--- config.mk ---
export PLATFORM = sky130hd
export DESIGN_NAME = rprot_cfg_regs
export DESIGN_NICKNAME = d
export VERILOG_FILES = /design/src/rtl/rprot_pkg.sv /design/src/rtl/rprot_cfg_regs.sv
export SDC_FILE = /design/constraint.sdc
export NUM_CORES = 1
export LEC_CHECK = 0
export BUFFER_PORTS_ARGS = -buffer_cell sky130_fd_sc_hd__clkbuf_2
export CORE_UTILIZATION = 30
export CTS_CLUSTER_DIAMETER = 50
export DETAILED_ROUTE_END_ITERATION = 10
export GPL_ROUTABILITY_DRIVEN = 0
export RECOVER_POWER = 50
export SYNTH_ARGS = -nofsm -noshare
export SYNTH_HDL_FRONTEND = slang
export SYNTH_SLANG_ARGS = --single-unit
export TNS_END_PERCENT = 50
--- constraint.sdc ---
create_clock -name clk -period 2.1 [get_ports clk]
set_input_delay 0.315 -clock clk [delete_from_list [all_inputs] [get_ports clk]]
set_output_delay 0.315 -clock clk [all_outputs]
set_load 0.02 [all_outputs]
--- src/rtl/rprot_pkg.sv ---
package rprot_pkg;

    localparam int AW       = 32;
    localparam int PGB      = 12;   // lowest base bit (4 KB granule)
    localparam int SZW      = 5;    // width of the size code
    localparam int MIN_CODE = 11;   // smallest legal size code

    typedef enum logic [1:0] {
        AP_NONE  = 2'b00,
        AP_PRIV  = 2'b01,
        AP_UREAD = 2'b10,
        AP_FULL  = 2'b11
    } perm_e;

    typedef struct packed {
        logic [AW-1:PGB] base;
        logic [SZW-1:0]  size;
        logic            en;
    } region_t;

    typedef struct packed {
        logic valid;
        logic abort;
        logic cache;
        logic buffer;
    } rsp_t;

    // Bits of the base that take part in the compare for a given size code
    function automatic logic [AW-1:PGB] keep_mask(input logic [SZW-1:0] code);
        int eff;
        logic [AW-1:PGB] m;
        eff = (int'(code) < MIN_CODE) ? MIN_CODE : int'(code);
        for (int b = PGB; b < AW; b++) begin
            m[b] = (b > eff);
        end
        return m;
    endfunction

endpackage

--- src/rtl/rprot_cfg_regs.sv ---
module rprot_cfg_regs
    import rprot_pkg::*;
#(
    parameter int NREG = 8,
    localparam int IDXW = $clog2(NREG),
    localparam int CAW  = $clog2(NREG + 4)
) (
    input  logic                   clk,
    input  logic                   rst_n,
    input  logic                   cfg_we,
    input  logic [CAW-1:0]         cfg_addr,
    input  logic [AW-1:0]          cfg_wdata,
    output region_t [NREG-1:0]     rgn_o,
    output logic [2*NREG-1:0]      perm_o,
    output logic [NREG-1:0]        cache_mask_o,
    output logic [NREG-1:0]        buf_mask_o,
    output logic                   glb_en_o
);

    localparam int ADDR_PERM  = NREG;
    localparam int ADDR_CACHE = NREG + 1;
    localparam int ADDR_BUF   = NREG + 2;
    localparam int ADDR_CTRL  = NREG + 3;

    typedef struct packed {
        region_t [NREG-1:0] rgn;
        logic [2*NREG-1:0]  perm;
        logic [NREG-1:0]    cmask;
        logic [NREG-1:0]    bmask;
        logic               en;
    } cfg_t;

    cfg_t st_d, st_q;

    always_comb begin
        st_d = st_q;
        if (cfg_we) begin
            if (int'(cfg_addr) < NREG) begin
                st_d.rgn[cfg_addr[IDXW-1:0]] = '{
                    base: cfg_wdata[AW-1:PGB],
                    size: cfg_wdata[SZW:1],
                    en:   cfg_wdata[0]
                };
            end else if (int'(cfg_addr) == ADDR_PERM) begin
                st_d.perm = cfg_wdata[2*NREG-1:0];
            end else if (int'(cfg_addr) == ADDR_CACHE) begin
                st_d.cmask = cfg_wdata[NREG-1:0];
            end else if (int'(cfg_addr) == ADDR_BUF) begin
                st_d.bmask = cfg_wdata[NREG-1:0];
            end else if (int'(cfg_addr) == ADDR_CTRL) begin
                st_d.en = cfg_wdata[0];
            end
        end
    end

    always_ff @(posedge clk or negedge rst_n) begin
        if (!rst_n) begin
            st_q <= '0;
        end else begin
            st_q <= st_d;
        end
    end

    assign rgn_o        = st_q.rgn;
    assign perm_o       = st_q.perm;
    assign cache_mask_o = st_q.cmask;
    assign buf_mask_o   = st_q.bmask;
    assign glb_en_o     = st_q.en;


    ctrl_write_next_cycle_chk: assert property (@(posedge clk) disable iff (!rst_n)
        (cfg_we && int'(cfg_addr) == ADDR_CTRL) |=> (glb_en_o == $past(cfg_wdata[0])));


    perm_write_next_cycle_chk: assert property (@(posedge clk) disable iff (!rst_n)
        (cfg_we && int'(cfg_addr) == ADDR_PERM) |=> (perm_o == $past(cfg_wdata[2*NREG-1:0])));

endmodule

==> metrics.log <==
[metrics] status: complete, no violations
[metrics] origin of the critical flop-to-flop path: rgn_o[25]
[metrics] endpoint type of the worst setup path: register
[metrics] average routed wire per standard cell: 18.72 µm
[metrics] post-layout net count: 875
[metrics] cell chain of the critical path: clkbuf_1, nand2_1, nor4_1, buf_12, mux2_2
[metrics] die footprint: 0.03107 mm²
[metrics] setup violation total in the final timing report: 0
[metrics] cell family with most CP delay: simple AND/OR/NAND/NOR gates
[metrics] most frequent cells in the layout: sky130_fd_sc_hd__clkbuf_2, sky130_fd_sc_hd__dfrtp_1, sky130_fd_sc_hd__mux2_2, sky130_fd_sc_hd__clkbuf_16, sky130_fd_sc_hd__clkbuf_1
[metrics] ratio of cells with drive above 1 in the final layout: 68.49%
[metrics] via count: 5,625
[metrics] final setup TNS: 0 ns
[metrics] Resized Gates After CTS: 0
[metrics] CP Launch Type: input pin
[metrics] leading cell types by total area after synthesis: sky130_fd_sc_hd__dfrtp_1, sky130_fd_sc_hd__mux2_2, sky130_fd_sc_hd__buf_2
[metrics] type of the worst setup path: in2reg
[metrics] sequential-to-total area share from yosys stat: 66.20%
[metrics] worst hold margin: 0.03533 ns
[metrics] final critical-path required period: 1.642 ns
[metrics] vias per std cell: 4.511
[metrics] final clock period utilization by the worst path: 78.18%
[metrics] post-synthesis average cell area: 17.25 µm²
[metrics] number of max-capacitance violations reported: 0
[metrics] number of buffers added by the clock tree synthesis step: 29
[metrics] diode insertion count for antenna repair: 0
[metrics] slowest cell delay on critical path: 0.78 ns
[metrics] TritonCTS clock tree: done
[metrics] filler-free cell count of the finished design: 1,247
[metrics] GRT Overall Usage: 15.03%
[metrics] DPL Wire Length: 16,050 µm
[metrics] Post-Synthesis Net Count: 567
[metrics] number of hold violations in the final report: 0
[metrics] Bufs and invs on worst path: 2
[metrics] P per Cell Area: 1260 mW/mm²
[metrics] end of the worst hold path: perm_o[11]
[metrics] number of antenna violations at the first check in global routing: 0
[metrics] setup slack after layout: 0.4582 ns
[metrics] leading area contributor after synthesis: sky130_fd_sc_hd__dfrtp_1
[metrics] deepest level of the CTS H-tree: 1
[metrics] standard-cell rows: 63
[metrics] Synth cell types: 19
[metrics] worst setup timing slack at the placement stage: 0.3001 ns
[metrics] Port-buffer cells: 279
[metrics] largest net degree at the start of global routing: 65
[metrics] setup repair after global routing missed its margin: false
[metrics] sinks on the clock net: 241
[metrics] count of warnings emitted by yosys: 0
[metrics] Longest Clk Path Bufs: 3
[metrics] width of the die: 176.3 µm
[metrics] required time worst endpoint: 2.50 ns
[metrics] clk_lat worst skew: 0.53 ns
[metrics] type of the most critical hold path: in2reg
[metrics] Routed Wire Length: 23,340 µm
[metrics] Pre-antenna DRT Iters: 4
[metrics] number of setup buffers added after CTS: 0
[metrics] Yosys top cell area share: 66.20%
[metrics] timing-limited maximum frequency: 609.1 MHz
[metrics] instance count after placement with tap cells included: 1,191
[metrics] number of design-rule violations left by the first detailed-router iteration: 181
[metrics] starting density of the core: 30.57%
[metrics] static leakage: 5.841 nW
[metrics] flop2flop setup slack: 1.32 ns
[metrics] overall die height: 176.3 µm
[metrics] GRT overflow: 0
[metrics] endpoint of the worst-slack reg-to-reg timing path: rgn_o[25]
[metrics] depth of the worst register-to-register path: 1
[metrics] Slew Limit Fails: 0
[metrics] area added between synthesis and finish: 31.56%
[metrics] clock transition at the register clock pins on the worst setup and hold paths after CTS: 0.05 ns
[metrics] core region area: 0.02980 mm²
[metrics] Antenna Nets Post-Route: 0
[metrics] launch point of the worst hold path: cfg_wdata[11]
[metrics] vias in the first global route: 5,867
[metrics] most common library cell in the layout ignoring fill and taps: sky130_fd_sc_hd__clkbuf_2
[metrics] largest driver fanout on the critical path: 14
[metrics] worst IR drop on VDD: 0.0007297 V
[metrics] CTS Root Buffer Type: sky130_fd_sc_hd__clkbuf_16
[metrics] summed instance area of the synthesized netlist: 0.009110 mm²
[metrics] worst path arrival time: 2.04 ns
[metrics] skew final: 0 ns
[metrics] DRC violations left: 0
[metrics] flop and latch count out of synthesis: 241
[metrics] overall power consumption: 15.10 mW
[metrics] cell depth of the worst hold path: 2
[metrics] cell count after synthesis: 528
[metrics] slowest stage cell on the critical path: sky130_fd_sc_hd__nor4_1
[metrics] transition time at the pin with the least slew margin: 1.014 ns
[metrics] I/O Pins: 280
[metrics] Worst slew margin: 31.79%
[metrics] first-pass GRT wire length: 35,830 µm
-- final cells by class --
| class | count | area, µm² |
|---|---|---|
| clock inverter | 13 | 116.4 |
| fill | 2871 | 17810 |
| timing repair buffer | 305 | 1652 |
| clock buffer | 39 | 833.3 |
| tap | 390 | 488.0 |
| sequential | 241 | 6031 |
| multi-input combinational | 259 | 2865 |
-- through the flow --
step | util, % | area (µm²)
after floorplan | - | 9110
after global placement | 37.19 | 11080
after detailed placement | 37.19 | 11080
after CTS | 40.51 | 12070
after global routing | 40.22 | 11990
final | 40.22 | 11990
-- sequential cells by signal, summed over array words and instances, names as in the netlist --
name / cells
rgn_o: 208
cache_mask_o: 8
glb_en_o: 1
perm_o: 16
buf_mask_o: 8
-- synth_stat cells (all sizes together) --
library cell  count
and2b             1
and3              1
buf              22
clkbuf            6
dfrtp           241
mux2            241
nand2             4
nand2b            1
nand3b            2
nand4             2
nor2              2
nor3b             4
nor4              1
-- repair_timing --
item | CTS | global route
hold buffers | 4 | 0
hold endpoints to repair | 62 | 0
endpoints found under the setup margin | 0 | 0
-- worst max-delay path by stage --
stage                           start  cells after the start         end  slack, ns
after floorplan           cfg_addr[0]                      6  rgn_o[163]       0.43
after global placement    cfg_addr[0]                      5  rgn_o[177]       0.33
after detailed placement  cfg_addr[0]                      5  rgn_o[166]       0.30
after CTS                  rgn_o[126]                      1  rgn_o[126]       0.66
after global routing           cfg_we                      5   perm_o[8]       0.33
final                          cfg_we                      5  perm_o[11]       0.46
-- kinds of logic after synthesis --
| family | synth area share (%) |
|---|---|
| muxes | 29.79 |
| buffers and inverters | 1.895 |
| DFF | 66.20 |
| and+or+nand+nor | 2.115 |
-- where the power goes --
group	internal, mW	switching [mW]
Sequential	5.73	0.550
Clock	2.92	1.96
Combinational	1.54	2.41
-- per-layer routing --
layer / global-route usage (%) / wire length [µm] / up-vias
li1: - / - / 2498
met1: 19.97 / 10350 / 2902
met2: 24.13 / 10940 / 191
met3: 4.113 / 1610 / 34
met4: 3.877 / 437 / 0
met5: 0 / 0 / -
No activity file was read; power rests on OpenSTA's default activity.
